[src/rtl/prime_disp_pkg.sv]
package prime_disp_pkg;

   localparam int unsigned SEG_W = 7;

   // trial division, evaluated at elaboration only
   function automatic bit is_prime(input int unsigned n);
      if (n < 2) return 1'b0;
      for (int unsigned d = 2; d * d <= n; d++) begin
         if (n % d == 0) return 1'b0;
      end
      return 1'b1;
   endfunction

   // k-th prime, k counted from zero
   function automatic int unsigned nth_prime(input int unsigned k);
      int unsigned found;
      int unsigned cand;
      found = 0;
      cand  = 1;
      while (found <= k) begin
         cand++;
         if (is_prime(cand)) found++;
      end
      return cand;
   endfunction

endpackage

[src/rtl/step_divider.sv]
module step_divider #(
   parameter int unsigned DIV_BITS = 25
) (
   input  logic clk,
   input  logic rst,
   output logic step_o
);
   localparam int unsigned TOP = DIV_BITS - 1;

   if (DIV_BITS < 2) begin : g_bad_div
      $error("step_divider: DIV_BITS must be at least 2");
   end

   logic [DIV_BITS-1:0] div_q;
   logic                top_d;

   always_ff @(posedge clk) begin
      if (rst) begin
         div_q <= '0;
         top_d <= 1'b0;
      end else begin
         div_q <= div_q + 1'b1;
         top_d <= div_q[TOP];
      end
   end

   assign step_o = div_q[TOP] & ~top_d;

   AST_STEP_SINGLE: assert property (@(posedge clk) disable iff (rst)
      step_o |=> !step_o);

endmodule

[src/rtl/addr_counter.sv]
module addr_counter #(
   parameter int unsigned ADDR_W = 5
) (
   input  logic              clk,
   input  logic              rst,
   input  logic              step_i,
   output logic [ADDR_W-1:0] addr_o
);
   if (ADDR_W < 1) begin : g_bad_addr
      $error("addr_counter: ADDR_W must be positive");
   end

   logic [ADDR_W-1:0] addr_q;

   always_ff @(posedge clk) begin
      if (rst)         addr_q <= '0;
      else if (step_i) addr_q <= addr_q + 1'b1;
   end

   assign addr_o = addr_q;

   AST_ADDR_ADVANCE: assert property (@(posedge clk) disable iff (rst)
      step_i |=> addr_q == ADDR_W'($past(addr_q) + 1'b1));
   AST_ADDR_HOLD: assert property (@(posedge clk) disable iff (rst)
      !step_i |=> $stable(addr_q));
   AST_ADDR_WRAP: assert property (@(posedge clk) disable iff (rst)
      (step_i && (&addr_q)) |=> addr_q == '0);

endmodule

[src/rtl/prime_rom.sv]
module prime_rom
   import prime_disp_pkg::*;
#(
   parameter int unsigned ADDR_W = 5,
   parameter int unsigned WORD_W = 12
) (
   input  logic              clk,
   input  logic              rst,
   input  logic [ADDR_W-1:0] addr_i,
   output logic [WORD_W-1:0] word_o
);
   localparam int unsigned DEPTH = 1 << ADDR_W;

   if (ADDR_W > 8) begin : g_bad_depth
      $error("prime_rom: table deeper than 256 entries not supported");
   end

   logic [WORD_W-1:0] tbl [DEPTH];

   for (genvar i = 0; i < DEPTH; i++) begin : g_entry
      localparam int unsigned PVAL = nth_prime(i);
      if (PVAL >= (64'd1 << WORD_W)) begin : g_too_narrow
         $error("prime_rom: WORD_W too narrow for table contents");
      end
      assign tbl[i] = WORD_W'(PVAL);
   end

   assign word_o = tbl[addr_i];

   // every prime other than 2 is odd
   AST_ROM_ODD: assert property (@(posedge clk) disable iff (rst)
      word_o[0] || (word_o == WORD_W'(2)));
   AST_ROM_FIRST: assert property (@(posedge clk) disable iff (rst)
      (addr_i == '0) |-> (word_o == WORD_W'(2)));

endmodule

[src/rtl/seg7_hex_dec.sv]
module seg7_hex_dec #(
   parameter int unsigned NIB_W = 4,
   parameter int unsigned SEG_W = 7
) (
   input  logic [NIB_W-1:0] nib_i,
   output logic [SEG_W-1:0] seg_o
);
   if (NIB_W != 4 || SEG_W != 7) begin : g_bad_dec
      $error("seg7_hex_dec: only 4-bit nibbles onto 7 segments are supported");
   end

   // bit 0 = a ... bit 6 = g, active-high
   always_comb begin
      unique case (nib_i)
         4'h0: seg_o = 7'h3F;
         4'h1: seg_o = 7'h06;
         4'h2: seg_o = 7'h5B;
         4'h3: seg_o = 7'h4F;
         4'h4: seg_o = 7'h66;
         4'h5: seg_o = 7'h6D;
         4'h6: seg_o = 7'h7D;
         4'h7: seg_o = 7'h07;
         4'h8: seg_o = 7'h7F;
         4'h9: seg_o = 7'h6F;
         4'hA: seg_o = 7'h77;
         4'hB: seg_o = 7'h7C;
         4'hC: seg_o = 7'h39;
         4'hD: seg_o = 7'h5E;
         4'hE: seg_o = 7'h79;
         default: seg_o = 7'h71;
      endcase
   end

   always_comb begin
      AST_SEG_LIT: assert (seg_o != '0);
   end

endmodule

[src/rtl/prime_display_seq.sv]
module prime_display_seq
   import prime_disp_pkg::*;
#(
   parameter int unsigned DIV_BITS       = 25,
   parameter int unsigned ADDR_W         = 5,
   parameter int unsigned WORD_W         = 12,
   parameter int unsigned NIB_W          = 4,
   parameter bit          SEG_REGISTERED = 1'b1,
   parameter bit          SEG_ACTIVE_LOW = 1'b0
) (
   input  logic                                  clk,
   input  logic                                  rst,
   output logic                                  step_o,
   output logic [ADDR_W-1:0]                     addr_o,
   output logic [(WORD_W/NIB_W)*SEG_W-1:0]       seg_o
);
   localparam int unsigned DIGITS = WORD_W / NIB_W;
   localparam int unsigned OUT_W  = DIGITS * SEG_W;
   localparam logic [OUT_W-1:0] SEG_OFF = SEG_ACTIVE_LOW ? '1 : '0;

   if (WORD_W % NIB_W != 0) begin : g_bad_split
      $error("prime_display_seq: WORD_W must be a multiple of NIB_W");
   end

   logic              step;
   logic [ADDR_W-1:0] addr;
   logic [WORD_W-1:0] word;
   logic [OUT_W-1:0]  seg_raw;
   logic [OUT_W-1:0]  seg_pol;

   step_divider #(.DIV_BITS(DIV_BITS)) u_div (
      .clk   (clk),
      .rst   (rst),
      .step_o(step)
   );

   addr_counter #(.ADDR_W(ADDR_W)) u_addr (
      .clk   (clk),
      .rst   (rst),
      .step_i(step),
      .addr_o(addr)
   );

   prime_rom #(.ADDR_W(ADDR_W), .WORD_W(WORD_W)) u_rom (
      .clk   (clk),
      .rst   (rst),
      .addr_i(addr),
      .word_o(word)
   );

   // nibble d feeds digit d; the top nibble lands in the top (left) field
   for (genvar d = 0; d < DIGITS; d++) begin : g_digit
      seg7_hex_dec #(.NIB_W(NIB_W), .SEG_W(SEG_W)) u_dec (
         .nib_i(word[d*NIB_W +: NIB_W]),
         .seg_o(seg_raw[d*SEG_W +: SEG_W])
      );
   end

   if (SEG_ACTIVE_LOW) begin : g_pol_low
      assign seg_pol = ~seg_raw;
   end else begin : g_pol_high
      assign seg_pol = seg_raw;
   end

   if (SEG_REGISTERED) begin : g_seg_reg
      logic [OUT_W-1:0] seg_q;
      always_ff @(posedge clk) begin
         if (rst) seg_q <= SEG_OFF;
         else     seg_q <= seg_pol;
      end
      assign seg_o = seg_q;

      AST_SEG_RESET: assert property (@(posedge clk)
         rst |=> seg_q == SEG_OFF);
   end else begin : g_seg_comb
      assign seg_o = seg_pol;
   end

   assign step_o = step;
   assign addr_o = addr;

   AST_RESET_CLEAR: assert property (@(posedge clk)
      rst |=> (addr_o == '0) && !step_o);

endmodule

[config.mk]
export PLATFORM = sky130hd
export DESIGN_NAME = prime_display_seq
export DESIGN_NICKNAME = d
export VERILOG_FILES = /design/src/rtl/prime_disp_pkg.sv /design/src/rtl/step_divider.sv /design/src/rtl/addr_counter.sv /design/src/rtl/prime_rom.sv /design/src/rtl/seg7_hex_dec.sv /design/src/rtl/prime_display_seq.sv
export SDC_FILE = /design/constraint.sdc
export NUM_CORES = 1
export LEC_CHECK = 0
export BUFFER_PORTS_ARGS = -buffer_cell sky130_fd_sc_hd__buf_2
export CAP_MARGIN = 20
export CORE_ASPECT_RATIO = 0.6
export CORE_MARGIN = 2
export CORE_UTILIZATION = 25
export CTS_BUF_LIST = sky130_fd_sc_hd__clkbuf_8
export DETAILED_ROUTE_END_ITERATION = 7
export PLACE_DENSITY = 0.42
export SLEW_MARGIN = 20
export SYNTH_ARGS = -nofsm -noshare
export SYNTH_HDL_FRONTEND = slang
export SYNTH_SLANG_ARGS = --single-unit
[constraint.sdc]
create_clock -name clk -period 5.4 [get_ports clk]
set_clock_uncertainty 0.2 [all_clocks]
set_input_delay 0.27 -clock clk [delete_from_list [all_inputs] [get_ports clk]]
set_output_delay 0.27 -clock clk [all_outputs]
set_load 0.005 [all_outputs]
==> impl_results.html, run 1 <==
<table>
<tr><th>Metric</th><th>Value</th></tr>
<tr><th colspan="2">Run status</th></tr>
<tr><td>Status</td><td>finished clean</td></tr>
<tr><th colspan="2">Synth</th></tr>
<tr><td>Proportion of register bits with asynchronous set or reset after synthesis</td><td>0</td></tr>
<tr><td>Most area-hungry cell type in the Yosys netlist</td><td>dfxtp_1</td></tr>
<tr><td>Count of distinct cell types in the synthesized netlist</td><td>47</td></tr>
<tr><td>Count leader, synth</td><td>nor2_1</td></tr>
<tr><td>Synthesized instance count</td><td>307</td></tr>
<tr><td>Proportion of synthesized chip area in sequential cells</td><td>0.3468</td></tr>
<tr><td>Flops &amp; latches, synth</td><td>46</td></tr>
<tr><td>Total nets after synthesis</td><td>337</td></tr>
<tr><td>Top cells by area, synth</td><td>dfxtp_1, ha_1, nor2_1</td></tr>
<tr><td>Number of enable-type register cells in the synthesized netlist</td><td>0</td></tr>
<tr><td>Syn Std Cell Area</td><td>2655 um^2</td></tr>
<tr><td>Commonest cells in the netlist</td><td>nor2_1, dfxtp_1, ha_1, nand2_1, xor2_1</td></tr>
<tr><td>Average cell area after synthesis</td><td>8.648 um^2</td></tr>
<tr><td>Total number of yosys warnings</td><td>0</td></tr>
<tr><td>Share of the synthesized area in the top cell type</td><td>0.3468</td></tr>
<tr><td>Top flip-flop cell by instance count after synthesis</td><td>dfxtp_1</td></tr>
<tr><th colspan="2">Timing</th></tr>
<tr><td>Setup TNS</td><td>0 ns</td></tr>
<tr><td>Number of pins with negative max-slew slack in the final report</td><td>0</td></tr>
<tr><td>Slew of the pin with the lowest slew margin</td><td>0.9416 ns</td></tr>
<tr><td>Share of the cycle needed by the critical path after routing</td><td>0.5903</td></tr>
<tr><td>Hold slack final</td><td>0.2707 ns</td></tr>
<tr><td>Final period demand of the worst path</td><td>3.187 ns</td></tr>
<tr><td>Number of failing setup endpoints in the final timing report</td><td>0</td></tr>
<tr><td>Unrepaired setup endpoints after global routing</td><td>no</td></tr>
<tr><td>Upper clock frequency limit</td><td>313.7 MHz</td></tr>
<tr><td>Max transition margin</td><td>0.3714</td></tr>
<tr><td>Number of endpoints with negative hold slack in the final report</td><td>0</td></tr>
<tr><th colspan="2">Clock tree</th></tr>
<tr><td>Deepest clock path buffer count</td><td>2</td></tr>
<tr><td>TritonCTS buffer count</td><td>5</td></tr>
<tr><td>Worst-Skew Late Latency</td><td>0.30 ns</td></tr>
<tr><td>TritonCTS clock tree</td><td>yes</td></tr>
<tr><td>Root buffer selected by CTS</td><td>clkbuf_8</td></tr>
<tr><td>Setup fix buffers added after clock tree synthesis</td><td>0</td></tr>
<tr><td>Clock slew at the register clock pins of the worst setup and hold paths</td><td>0.09 ns</td></tr>
<tr><td>Resized cells post-CTS</td><td>0</td></tr>
<tr><td>TritonCTS Sinks</td><td>46</td></tr>
<tr><td>Number of hold buffers added after CTS</td><td>0</td></tr>
<tr><td>H-tree depth reported by CTS</td><td>2</td></tr>
<tr><th colspan="2">Pwr</th></tr>
<tr><td>Net Sw Frac</td><td>0.2208</td></tr>
<tr><td>Total leakage power</td><td>1.224 nW</td></tr>
<tr><td>Share of power burned in combinational logic</td><td>0.031</td></tr>
<tr><td>Internal portion of total power</td><td>490.2 uW</td></tr>
<tr><td>Worst vdd rail ir drop</td><td>89.06 uV</td></tr>
<tr><td>Net switching power figure</td><td>138.9 uW</td></tr>
<tr><td>Power density over the cells</td><td>213.6 nW/um^2</td></tr>
<tr><td>Clk network pwr share</td><td>0.414</td></tr>
<tr><td>Reg power frac</td><td>0.555</td></tr>
<tr><th colspan="2">Critical path</th></tr>
<tr><td>Crit Reg-Reg Startpoint</td><td>u_addr.addr_o[2]</td></tr>
<tr><td>Type of destination of the critical path</td><td>flop</td></tr>
<tr><td>Delay of the slowest critical-path stage</td><td>0.85 ns</td></tr>
<tr><td>Required time at the worst-slack endpoint</td><td>5.42 ns</td></tr>
<tr><td>Slowest library cell on the worst path</td><td>dfxtp_1</td></tr>
<tr><td>Ordered list of cells on the worst path</td><td>inv_2 -&gt; ha_1 -&gt; nor2_1 -&gt; a31oi_1 -&gt; a21oi_1 -&gt; inv_1 -&gt; ha_1 -&gt; nand2_1 -&gt; a21oi_1 -&gt; a211oi_1</td></tr>
<tr><td>Launch point of the critical path</td><td>u_addr.addr_o[2]</td></tr>
<tr><td>Critical path launch point type</td><td>flop</td></tr>
<tr><td>Data arrival at the endpoint of the critical path</td><td>3.20 ns</td></tr>
<tr><td>Largest driver fanout on the critical path</td><td>22</td></tr>
<tr><td>Critical Setup Path Class</td><td>flop to flop</td></tr>
<tr><th colspan="2">Floorplan</th></tr>
<tr><td>Die height</td><td>83.83 um</td></tr>
<tr><td>X dimension of the die</td><td>137.0 um</td></tr>
<tr><td>Number of top-level pins</td><td>29</td></tr>
<tr><td>Initial cell density of the core</td><td>0.2541</td></tr>
<tr><td>Total number of placement rows</td><td>29</td></tr>
<tr><td>Overall die area</td><td>11490 um^2</td></tr>
<tr><td>Total core area</td><td>10450 um^2</td></tr>
<tr><th colspan="2">Routing</th></tr>
<tr><td>Number of remaining DRC errors</td><td>0</td></tr>
<tr><td>Total Wirelength</td><td>5565 um</td></tr>
<tr><td>Count of antenna-violating nets left after detailed routing</td><td>0</td></tr>
<tr><td>Via count of the routed design</td><td>2017</td></tr>
<tr><td>Average routed wire per standard cell</td><td>12.10 um</td></tr>
<tr><td>Via-per-instance ratio</td><td>4.385</td></tr>
<tr><td>DRC violation total after the first TritonRoute iteration</td><td>115</td></tr>
<tr><td>Number of iterations in the first detailed-routing pass</td><td>6</td></tr>
<tr><th colspan="2">GRT</th></tr>
<tr><td>Pin count of the biggest net entering global routing</td><td>43</td></tr>
<tr><td>Global-route total usage across every layer</td><td>0.1001</td></tr>
<tr><td>Wire length of the first global-routing pass</td><td>9094 um</td></tr>
<tr><td>Initial antenna violation count</td><td>0</td></tr>
<tr><td>Congestion Overflow GR</td><td>0</td></tr>
<tr><td>Vias in the first global route</td><td>1790</td></tr>
<tr><th colspan="2">Finish</th></tr>
<tr><td>Share of cells above drive strength 1</td><td>0.1308</td></tr>
<tr><td>Number of nets in the layout</td><td>350</td></tr>
<tr><td>Count of inserted antenna diode cells</td><td>0</td></tr>
<tr><td>Layout area overhead</td><td>10.93%</td></tr>
<tr><th colspan="2">Placement</th></tr>
<tr><td>Port-buffer cells</td><td>27</td></tr>
<tr><td>Detailed-placement wirelength estimate</td><td>3853 um</td></tr>
<tr><td>Placer Congestion</td><td>0.8002</td></tr>
<tr><th colspan="2">Worst hold path</th></tr>
<tr><td>Worst Min Path Start</td><td>u_div.div_q[0]</td></tr>
<tr><td>Worst hold path type</td><td>flop to flop</td></tr>
<tr><th colspan="2">Run</th></tr>
<tr><td>Number of maximum-capacitance constraint violations</td><td>0</td></tr>
</table>
final cells by class:
cell class	count	area [um^2]
Timing Repair Buffer	27	135.1
Sequential cell	46	920.9
Multi-Input combinational cell	227	1556
Clock inverter	3	41.29
Tap cell	139	173.9
Fill cell	1123	7505
Inverter	13	48.80
Clock buffer	5	68.82
flip-flops by register name (all words and copies together) (netlist names):
signal and cells:
u_div.top_d 1, u_div.div_q 25, seg_o 15, u_addr.addr_o 5
per-layer routing:
layer | vias to the layer above | track usage | wire (um)
met5 | - | 0 | 0
met4 | 0 | 0.03655 | 85
met3 | 8 | 0.02307 | 303
met2 | 46 | 0.1330 | 2047
met1 | 913 | 0.1533 | 3130
li1 | 1050 | - | -
through the flow:
stage	utilization	setup slack [ns]	cell area, um^2	instances	power, mW
CTS	0.2815	2.246	2942	460	0.6444
global placement	0.2710	2.232	2831	452	0.3770
global route	0.2818	1.840	2945	460	0.6600
floorplan	-	2.831	2655	307	0.3705
finish	0.2818	2.213	2945	460	0.6291
detailed placement	0.2710	2.282	2831	452	0.3770
cells by family after synthesis:
kind of cell	count (synthesis)	synth area share
simple gates	124	0.2271
flops	46	0.3468
compound gates	41	0.1126
buf+inv	34	0.06833
fa+ha+maj	28	0.1320
xor+xnor	28	0.09237
mux	5	0.01932
other cells	1	0.001412
path summary, 6_finish.rpt:
kind,to,slack (ns),depth (start not counted)
worst max register to register,seg_o[13],2.21,10
worst min-delay path,u_div.div_q[0],0.27,1
worst max-delay path,seg_o[13],2.21,10
worst min register to register,u_div.div_q[0],0.27,1
critical path, delay by kind of cell, from the launching register on:
family | cells | cell delay, ns
AOI/OAI and AO/OA | 4 | 0.87
and+or+nand+nor | 2 | 0.16
adders and majority gates | 2 | 0.60
buffers and inverters | 2 | 0.42
DFF | 1 | 0.85
power groups by stage:
stage               registers (mW)  clock network [mW]  logic, mW
global route                 0.350               0.288     0.0224
floorplan                    0.357                   0     0.0132
global placement             0.357                   0     0.0203
detailed placement           0.357                   0     0.0199
finish                       0.349               0.261     0.0194
CTS                          0.349               0.275     0.0200
layout by cell type, fill, tap and decap left out, types with 2 or more instances in the layout:
cell type	netlist	layout
a211oi_1	7	7
a21oi_1	14	13
a21oi_2	1	2
a31oi_1	2	2
and3_1	4	4
and4_1	2	2
buf_2	2	27
clkbuf_8	1	5
dfxtp_1	46	46
ha_1	28	28
inv_1	12	13
mux2i_1	4	4
nand2_1	25	25
nand2b_1	4	4
nand3_1	9	9
nand4_1	10	10
nor2_1	50	50
nor2b_1	9	9
nor3_1	5	5
o211ai_1	2	2
o21ai_0	2	2
o31a_1	2	2
o31ai_1	2	2
xnor2_1	7	7
xor2_1	21	21
No activity file was read; power rests on OpenSTA's default activity.
==> inputs of run 2 (changes only) <==
--- a/config.mk
+++ b/config.mk
@@ -12,7 +12,7 @@
 export CORE_UTILIZATION = 25
 export CTS_BUF_LIST = sky130_fd_sc_hd__clkbuf_8
 export DETAILED_ROUTE_END_ITERATION = 7
-export PLACE_DENSITY = 0.42
+export PLACE_DENSITY = 0.43
 export SLEW_MARGIN = 20
 export SYNTH_ARGS = -nofsm -noshare
 export SYNTH_HDL_FRONTEND = slang
==> constraint.sdc (replaced) <==
create_clock -name clk -period 2.75 [get_ports clk]
set_clock_uncertainty 0.2 [all_clocks]
set_input_delay 0.1375 -clock clk [delete_from_list [all_inputs] [get_ports clk]]
set_output_delay 0.1375 -clock clk [all_outputs]
set_load 0.005 [all_outputs]
==> run 2 against run 1 <==
  * Worst hold slack got worse by 0.22 ns
  * Non-clock buffer count increased by 10
  * Critical endpoint is now seg_o[1]
  * Via count is 0.94% higher
  * Core utilization grew 0.48 points
  * Global-route usage increased by 0.29 points
  * Sequential power rose by 96%
  * Combinational power grew 100%
  * Largest power group unchanged
  * Highest routed layer unchanged
  * Clock power increased by 48%
  * Final area rose by 1.7%
==> impl_results.html, run 2 (synthesis results as in run 1) <==
<table>
<tr><th>Metric</th><th>Value</th></tr>
<tr><th colspan="2">Routing</th></tr>
<tr><td>DRC violation total after the first TritonRoute iteration</td><td>126 (+9.6%)</td></tr>
<tr><td>Via count of the routed design</td><td>2036 (+0.94%)</td></tr>
<tr><td>Total Wirelength</td><td>5560 um (about the same)</td></tr>
<tr><td>Number of iterations in the first detailed-routing pass</td><td>4 (-2)</td></tr>
<tr><td>Via-per-instance ratio</td><td>4.341 (-1.0%)</td></tr>
<tr><td>Average routed wire per standard cell</td><td>11.86 um (-2.0%)</td></tr>
<tr><td>Number of remaining DRC errors</td><td>0 (unchanged)</td></tr>
<tr><td>Count of antenna-violating nets left after detailed routing</td><td>0 (unchanged)</td></tr>
<tr><th colspan="2">Clock tree</th></tr>
<tr><td>TritonCTS clock tree</td><td>yes</td></tr>
<tr><td>H-tree depth reported by CTS</td><td>2 (unchanged)</td></tr>
<tr><td>Resized cells post-CTS</td><td>0 (unchanged)</td></tr>
<tr><td>Deepest clock path buffer count</td><td>2 (unchanged)</td></tr>
<tr><td>TritonCTS buffer count</td><td>5 (unchanged)</td></tr>
<tr><td>Setup fix buffers added after clock tree synthesis</td><td>0 (unchanged)</td></tr>
<tr><td>TritonCTS Sinks</td><td>46 (unchanged)</td></tr>
<tr><td>Worst-Skew Late Latency</td><td>0.30 ns (about the same)</td></tr>
<tr><td>Root buffer selected by CTS</td><td>clkbuf_8</td></tr>
<tr><td>Clock slew at the register clock pins of the worst setup and hold paths</td><td>0.08 ns (about the same)</td></tr>
<tr><td>Number of hold buffers added after CTS</td><td>0 (unchanged)</td></tr>
<tr><th colspan="2">Finish</th></tr>
<tr><td>Layout area overhead</td><td>12.82%</td></tr>
<tr><td>Commonest cells after routing, fill and taps aside</td><td>nor2_1, dfxtp_1, ha_1</td></tr>
<tr><td>Count of inserted antenna diode cells</td><td>0 (unchanged)</td></tr>
<tr><td>Most common cell after layout, fill and taps aside</td><td>nor2_1</td></tr>
<tr><td>Fillers</td><td>1160 (+3.3%)</td></tr>
<tr><td>Flip-flop count of the largest register, all copies and words added</td><td>25 (unchanged)</td></tr>
<tr><td>Largest register by flop count</td><td>u_div.div_q</td></tr>
<tr><td>Multi-input logic area</td><td>1553 um^2 (-0.24%)</td></tr>
<tr><td>Sequential cell area</td><td>920.9 um^2 (unchanged)</td></tr>
<tr><td>Filler-free cell count of the finished design</td><td>469 (+2.0%)</td></tr>
<tr><td>Final core area utilization</td><td>0.2866 (+0.004789)</td></tr>
<tr><td>Share of cells above drive strength 1</td><td>0.1485 (+0.01764)</td></tr>
<tr><td>Number of nets in the layout</td><td>360 (+2.9%)</td></tr>
<tr><th colspan="2">Placement</th></tr>
<tr><td>Detailed-placement wirelength estimate</td><td>4020 um (+4.3%)</td></tr>
<tr><td>Placer Congestion</td><td>0.7752 (-3.1%)</td></tr>
<tr><td>Port-buffer cells</td><td>27 (unchanged)</td></tr>
<tr><td>Placed Cells incl. Taps</td><td>462 (+2.2%)</td></tr>
<tr><th colspan="2">Run</th></tr>
<tr><td>Number of maximum-capacitance constraint violations</td><td>0 (unchanged)</td></tr>
<tr><th colspan="2">Critical path</th></tr>
<tr><td>Critical path launch point type</td><td>flop</td></tr>
<tr><td>Largest driver fanout on the critical path</td><td>6 (-73%)</td></tr>
<tr><td>Required time at the worst-slack endpoint</td><td>2.72 ns (-2.70 ns)</td></tr>
<tr><td>Data arrival at the endpoint of the critical path</td><td>2.49 ns (-0.71 ns)</td></tr>
<tr><td>Type of destination of the critical path</td><td>flop</td></tr>
<tr><td>Critical Setup Path Class</td><td>flop to flop</td></tr>
<tr><th colspan="2">Timing</th></tr>
<tr><td>Share of the cycle needed by the critical path after routing</td><td>0.9165 (+0.3262)</td></tr>
<tr><td>Number of failing setup endpoints in the final timing report</td><td>0 (unchanged)</td></tr>
<tr><td>Final period demand of the worst path</td><td>2.520 ns (-0.6672 ns)</td></tr>
<tr><td>Hold slack final</td><td>0.04609 ns (-0.2246 ns)</td></tr>
<tr><td>Number of pins with negative max-slew slack in the final report</td><td>0 (unchanged)</td></tr>
<tr><td>Upper clock frequency limit</td><td>396.8 MHz (+26%)</td></tr>
<tr><td>Max transition margin</td><td>0.5741 (+0.2026)</td></tr>
<tr><td>Number of endpoints with negative hold slack in the final report</td><td>0 (unchanged)</td></tr>
<tr><td>Setup TNS</td><td>0 ns (unchanged)</td></tr>
<tr><td>Slew of the pin with the lowest slew margin</td><td>0.6376 ns (-0.3040 ns)</td></tr>
<tr><td>Unrepaired setup endpoints after global routing</td><td>no</td></tr>
<tr><th colspan="2">Floorplan</th></tr>
<tr><td>Total core area</td><td>10450 um^2 (unchanged)</td></tr>
<tr><td>Total number of placement rows</td><td>29 (unchanged)</td></tr>
<tr><td>Number of top-level pins</td><td>29 (unchanged)</td></tr>
<tr><td>X dimension of the die</td><td>137.0 um (unchanged)</td></tr>
<tr><td>Initial cell density of the core</td><td>0.2541 (unchanged)</td></tr>
<tr><td>Overall die area</td><td>11490 um^2 (unchanged)</td></tr>
<tr><td>Die height</td><td>83.83 um (unchanged)</td></tr>
<tr><th colspan="2">GRT</th></tr>
<tr><td>Wire length of the first global-routing pass</td><td>9328 um (+2.6%)</td></tr>
<tr><td>Initial antenna violation count</td><td>0 (unchanged)</td></tr>
<tr><td>Vias in the first global route</td><td>1859 (+3.9%)</td></tr>
<tr><td>Congestion Overflow GR</td><td>0 (unchanged)</td></tr>
<tr><td>Global-route total usage across every layer</td><td>0.1030 (+0.002885)</td></tr>
<tr><td>Pin count of the biggest net entering global routing</td><td>23 (-47%)</td></tr>
<tr><th colspan="2">Pwr</th></tr>
<tr><td>Power density over the cells</td><td>371.0 nW/um^2 (+74%)</td></tr>
<tr><td>Total design power</td><td>1.111 mW (+77%)</td></tr>
<tr><td>Worst vdd rail ir drop</td><td>138.2 uV (+55%)</td></tr>
<tr><td>Reg power frac</td><td>0.616 (+0.061)</td></tr>
<tr><td>Clk network pwr share</td><td>0.348 (-0.066)</td></tr>
<tr><td>Share of power burned in combinational logic</td><td>0.036 (+0.005)</td></tr>
<tr><td>Net Sw Frac</td><td>0.2233 (+0.002545)</td></tr>
<tr><td>Total leakage power</td><td>1.267 nW (+3.5%)</td></tr>
<tr><td>Internal portion of total power</td><td>863.2 uW (+76%)</td></tr>
<tr><td>Net switching power figure</td><td>248.2 uW (+79%)</td></tr>
<tr><th colspan="2">Run status</th></tr>
<tr><td>Status</td><td>finished clean</td></tr>
<tr><th colspan="2">Worst hold path</th></tr>
<tr><td>Worst hold path type</td><td>primary input to flop</td></tr>
</table>
## run 2: power groups by stage
stage	registers [mW]	logic [mW]	clock network (mW)
finish	0.685	0.0395	0.387
global route	0.687	0.0458	0.449
CTS	0.685	0.0407	0.417
detailed placement	0.701	0.0404	0
global placement	0.700	0.0411	0
floorplan	0.702	0.0259	0
## run 2: worst paths after layout
path | start | end | slack [ns] | cells past startpoint
worst min register to register | u_div.div_q[0] | u_div.div_q[0] | 0.28 | 1
worst min-delay path | rst | u_div.div_q[9] | 0.05 | 2
worst max register to register | u_addr.addr_o[0] | seg_o[1] | 0.23 | 10
worst max-delay path | u_addr.addr_o[0] | seg_o[1] | 0.23 | 10
## run 2: per-layer routing
| metal | wire, um | share of wire | GRT usage | vias to the layer above |
|---|---|---|---|---|
| met5 | 0 | 0 | 0 | - |
| met4 | 76 | 0.014 | 0.03374 | 0 |
| met3 | 231 | 0.042 | 0.02732 | 9 |
| met2 | 1972 | 0.35 | 0.1298 | 33 |
| met1 | 3279 | 0.59 | 0.1630 | 927 |
| li1 | - | - | - | 1067 |
## run 2: area by class of cell
cell class | instances | share of cell area
inverters | 13 | 0.01629
clock buffers | 5 | 0.02297
clock inverters | 2 | 0.002506
multi-input cells | 227 | 0.5184
repair buffers | 37 | 0.07435
well taps | 139 | 0.05806
flip-flops and latches | 46 | 0.3074
## run 2: per-stage QoR
| step | cell area (um^2) | setup WS [ns] |
|---|---|---|
| final | 2995 | 0.2298 |
| after global routing | 2995 | 0.03339 |
| after detailed placement | 2919 | 0.2500 |
| after global placement | 2919 | 0.2736 |
| after floorplan | 2655 | 0.1806 |
| after CTS | 2995 | 0.2349 |
## run 2: worst max-delay path, stage by stage (launching register included)
cell,delay [ns]
dfxtp_1,0.33
inv_1,0.06
ha_1,0.39
nor2b_1,0.07
a211oi_1,0.20
a21oi_1,0.08
a21oi_2,0.33
ha_1,0.29
mux2_1,0.28
nor2_1,0.10
a311oi_1,0.06
==> inputs of run 3 (changes only) <==
--- a/config.mk
+++ b/config.mk
@@ -9,10 +9,10 @@
 export CAP_MARGIN = 20
 export CORE_ASPECT_RATIO = 0.6
 export CORE_MARGIN = 2
-export CORE_UTILIZATION = 25
+export CORE_UTILIZATION = 55
 export CTS_BUF_LIST = sky130_fd_sc_hd__clkbuf_8
 export DETAILED_ROUTE_END_ITERATION = 7
-export PLACE_DENSITY = 0.43
+export PLACE_DENSITY = 0.79
 export SLEW_MARGIN = 20
 export SYNTH_ARGS = -nofsm -noshare
 export SYNTH_HDL_FRONTEND = slang
==> run 3 against run 2 <==
  * Power grew 3.1%
  * Setup slack got worse by 0.052 ns
  * Register-to-register slack got worse by 0.05 ns
  * Count of clock-buffer cells in the layout is 1 higher
  * Global-route usage grew 9.8 points
  * Via count is 1.9% higher
  * Critical path type unchanged
  * Largest power group unchanged
==> impl_results.html, run 3 (synthesis results as in run 1) <==
<table>
<tr><th>Metric</th><th>Value</th></tr>
<tr><th colspan="2">Routing</th></tr>
<tr><td>Via count of the routed design</td><td>2075 (+1.9%)</td></tr>
<tr><td>Via-per-instance ratio</td><td>5.280 (+22%)</td></tr>
<tr><td>Total Wirelength</td><td>5071 um (-8.8%)</td></tr>
<tr><td>Count of antenna-violating nets left after detailed routing</td><td>0 (unchanged)</td></tr>
<tr><td>Average routed wire per standard cell</td><td>12.90 um (+8.8%)</td></tr>
<tr><td>DRC violation total after the first TritonRoute iteration</td><td>75 (-40%)</td></tr>
<tr><td>Number of remaining DRC errors</td><td>0 (unchanged)</td></tr>
<tr><td>Number of iterations in the first detailed-routing pass</td><td>4 (unchanged)</td></tr>
<tr><th colspan="2">Placement</th></tr>
<tr><td>Port-buffer cells</td><td>27 (unchanged)</td></tr>
<tr><td>Detailed-placement wirelength estimate</td><td>3591 um (-11%)</td></tr>
<tr><td>Placed cell areas</td><td>2796 um^2 (-4.2%)</td></tr>
<tr><td>Post-place setup slack</td><td>0.08726 ns (-0.1628 ns)</td></tr>
<tr><td>Placer Congestion</td><td>0.7896 (+1.9%)</td></tr>
<tr><th colspan="2">Critical path</th></tr>
<tr><td>Type of destination of the critical path</td><td>flop</td></tr>
<tr><td>Ordered list of cells on the worst path</td><td>mux2i_1 -&gt; a211oi_1 -&gt; a21oi_2 -&gt; inv_1 -&gt; ha_1 -&gt; a211o_1 -&gt; a21oi_1</td></tr>
<tr><td>Crit path buf inv count</td><td>1 (unchanged)</td></tr>
<tr><td>Cell family contributing the most delay on the critical path</td><td>compound AO/OA/AOI/OAI gates</td></tr>
<tr><td>Delay of the slowest critical-path stage</td><td>0.79 ns (+0.40 ns)</td></tr>
<tr><td>Data arrival at the endpoint of the critical path</td><td>2.60 ns (+0.11 ns)</td></tr>
<tr><td>Largest driver fanout on the critical path</td><td>19 (+13)</td></tr>
<tr><td>Critical path launch point type</td><td>flop</td></tr>
<tr><td>Required time at the worst-slack endpoint</td><td>2.78 ns (+0.06 ns)</td></tr>
<tr><td>Slowest library cell on the worst path</td><td>dfxtp_1</td></tr>
<tr><td>Critical Setup Path Class</td><td>flop to flop</td></tr>
<tr><th colspan="2">Floorplan</th></tr>
<tr><td>Number of top-level pins</td><td>29 (unchanged)</td></tr>
<tr><td>Die height</td><td>57.82 um (-31%)</td></tr>
<tr><td>X dimension of the die</td><td>93.70 um (-32%)</td></tr>
<tr><td>Initial cell density of the core</td><td>0.5757 (+0.3216)</td></tr>
<tr><td>Total core area</td><td>4612 um^2 (-56%)</td></tr>
<tr><td>Overall die area</td><td>5417 um^2 (-53%)</td></tr>
<tr><td>Total number of placement rows</td><td>19 (-34%)</td></tr>
<tr><th colspan="2">Worst hold path</th></tr>
<tr><td>Worst hold path type</td><td>primary input to flop</td></tr>
<tr><th colspan="2">Clock tree</th></tr>
<tr><td>Worst-Skew Late Latency</td><td>0.30 ns (about the same)</td></tr>
<tr><td>TritonCTS Sinks</td><td>46 (unchanged)</td></tr>
<tr><td>Clock slew at the register clock pins of the worst setup and hold paths</td><td>0.08 ns (about the same)</td></tr>
<tr><td>TritonCTS buffer count</td><td>5 (unchanged)</td></tr>
<tr><td>TritonCTS clock tree</td><td>yes</td></tr>
<tr><td>H-tree depth reported by CTS</td><td>2 (unchanged)</td></tr>
<tr><td>Deepest clock path buffer count</td><td>2 (unchanged)</td></tr>
<tr><td>Root buffer selected by CTS</td><td>clkbuf_8</td></tr>
<tr><th colspan="2">Pwr</th></tr>
<tr><td>Total leakage power</td><td>1.258 nW (-0.68%)</td></tr>
<tr><td>Worst vdd rail ir drop</td><td>288.0 uV (+110%)</td></tr>
<tr><td>Share of power burned in combinational logic</td><td>0.034 (-0.002)</td></tr>
<tr><td>Power density over the cells</td><td>394.3 nW/um^2 (+6.3%)</td></tr>
<tr><td>Net switching power figure</td><td>248.9 uW (+0.26%)</td></tr>
<tr><td>Clk network pwr share</td><td>0.368 (+0.020)</td></tr>
<tr><td>Total design power</td><td>1.146 mW (+3.1%)</td></tr>
<tr><td>Internal portion of total power</td><td>897.1 uW (+3.9%)</td></tr>
<tr><td>Net Sw Frac</td><td>0.2172 (-0.006175)</td></tr>
<tr><td>Reg power frac</td><td>0.598 (-0.018)</td></tr>
<tr><th colspan="2">Finish</th></tr>
<tr><td>Most common cell after layout, fill and taps aside</td><td>nor2_1</td></tr>
<tr><td>Number of nets in the layout</td><td>359 (-0.28%)</td></tr>
<tr><td>Commonest cells after routing, fill and taps aside</td><td>nor2_1, dfxtp_1, ha_1, buf_2, nand2_1</td></tr>
<tr><td>Layout area overhead</td><td>9.472%</td></tr>
<tr><td>Share of cells above drive strength 1</td><td>0.1636 (+0.01515)</td></tr>
<tr><td>Flip-flop count of the largest register, all copies and words added</td><td>25 (unchanged)</td></tr>
<tr><td>Largest register by flop count</td><td>u_div.div_q</td></tr>
<tr><td>Fillers</td><td>412 (-64%)</td></tr>
<tr><td>Count of inserted antenna diode cells</td><td>0 (unchanged)</td></tr>
<tr><td>Post-route cell area</td><td>2907 um^2 (-3.0%)</td></tr>
<tr><th colspan="2">Timing</th></tr>
<tr><td>Max transition margin</td><td>0.4346 (-0.1394)</td></tr>
<tr><td>Setup TNS</td><td>0 ns (unchanged)</td></tr>
<tr><td>Number of endpoints with negative hold slack in the final report</td><td>0 (unchanged)</td></tr>
<tr><td>Number of pins with negative max-slew slack in the final report</td><td>0 (unchanged)</td></tr>
<tr><td>Slew of the pin with the lowest slew margin</td><td>0.8469 ns (+0.2093 ns)</td></tr>
<tr><td>Number of failing setup endpoints in the final timing report</td><td>0 (unchanged)</td></tr>
<tr><td>Share of the cycle needed by the critical path after routing</td><td>0.9352 (+0.01875)</td></tr>
<tr><td>Final period demand of the worst path</td><td>2.572 ns (+0.05155 ns)</td></tr>
<tr><td>Hold slack final</td><td>0.1057 ns (+0.05958 ns)</td></tr>
<tr><td>Least setup slack across all paths after layout</td><td>0.1782 ns (-0.05155 ns)</td></tr>
<tr><td>Upper clock frequency limit</td><td>388.8 MHz (-2.0%)</td></tr>
<tr><td>Unrepaired setup endpoints after global routing</td><td>no</td></tr>
<tr><th colspan="2">GRT</th></tr>
<tr><td>Pin count of the biggest net entering global routing</td><td>32 (+39%)</td></tr>
<tr><td>Initial antenna violation count</td><td>0 (unchanged)</td></tr>
<tr><td>Vias in the first global route</td><td>1874 (+0.81%)</td></tr>
<tr><td>Wire length of the first global-routing pass</td><td>8542 um (-8.4%)</td></tr>
<tr><td>Global-route total usage across every layer</td><td>0.2005 (+0.09751)</td></tr>
<tr><td>Congestion Overflow GR</td><td>0 (unchanged)</td></tr>
<tr><th colspan="2">Run status</th></tr>
<tr><td>Status</td><td>finished clean</td></tr>
<tr><th colspan="2">Run</th></tr>
<tr><td>Number of maximum-capacitance constraint violations</td><td>0 (unchanged)</td></tr>
</table>
-- run 3: changes by cell type in the layout (fill, tap and decap cells not counted), sizes merged --
cell / before / now
clkinv: 0 / 1
clkinvlp: 0 / 1
inv: 15 / 13
clkbuf: 5 / 6
buf: 37 / 36
-- run 3: area by class of cell --
cell class	instances	area, um^2	area share
Multi-Input combinational cell	227	1559	0.5364
Tap cell	63	78.83	0.02712
Timing Repair Buffer	36	202.7	0.06974
Sequential cell	46	922.1	0.3173
Inverter	13	48.80	0.01679
Clock buffer	6	82.58	0.02841
Clock inverter	2	12.51	0.004305
-- run 3: path summary, 6_finish.rpt --
path	start	end	slack, ns	depth (start not counted)
max	u_addr.addr_o[3]	seg_o[3]	0.18	7
min	rst	u_addr.addr_o[1]	0.11	2
max reg2reg	u_addr.addr_o[3]	seg_o[3]	0.18	7
min reg2reg	u_div.div_q[0]	u_div.div_q[0]	0.29	1
-- run 3: metrics by stage --
step           cells  utilization
2_1_floorplan    307            -
3_3_place_gp     384       0.6063
3_5_place_dp     384       0.6063
4_1_cts          392       0.6270
5_1_grt          393       0.6302
6_report         393       0.6302
-- run 3: routing by layer --
layer / GRT usage / share of wire / wire, um / vias to the layer above
li1: - / - / - / 1066
met1: 0.3006 / 0.53 / 2712 / 942
met2: 0.2806 / 0.39 / 2002 / 61
met3: 0.05072 / 0.057 / 290 / 6
met4: 0.06832 / 0.013 / 67 / 0
met5: 0 / 0 / 0 / -
-- run 3: power groups by stage --
stage	Combinational [mW]	Clock (mW)	Sequential, mW
after floorplan	0.0259	0	0.702
after global placement	0.0386	0	0.700
after detailed placement	0.0395	0	0.701
after CTS	0.0396	0.437	0.685
after global routing	0.0448	0.460	0.687
final	0.0392	0.422	0.685
-- run 3: worst reg2reg max path: stages (launching register included) --
cell and delay, ns:
dfxtp_1 0.79, mux2i_1 0.26, a211oi_1 0.10, a21oi_2 0.34, inv_1 0.16, ha_1 0.25, a211o_1 0.27, a21oi_1 0.12
-- run 3: what timing repair did --
| action | in CTS | in global routing |
|---|---|---|
| setup endpoints to repair | 0 | 11 |
| buffers inserted | 0 | 1 |
| hold buffers | 0 | 0 |
| gates resized for setup | 0 | 3 |
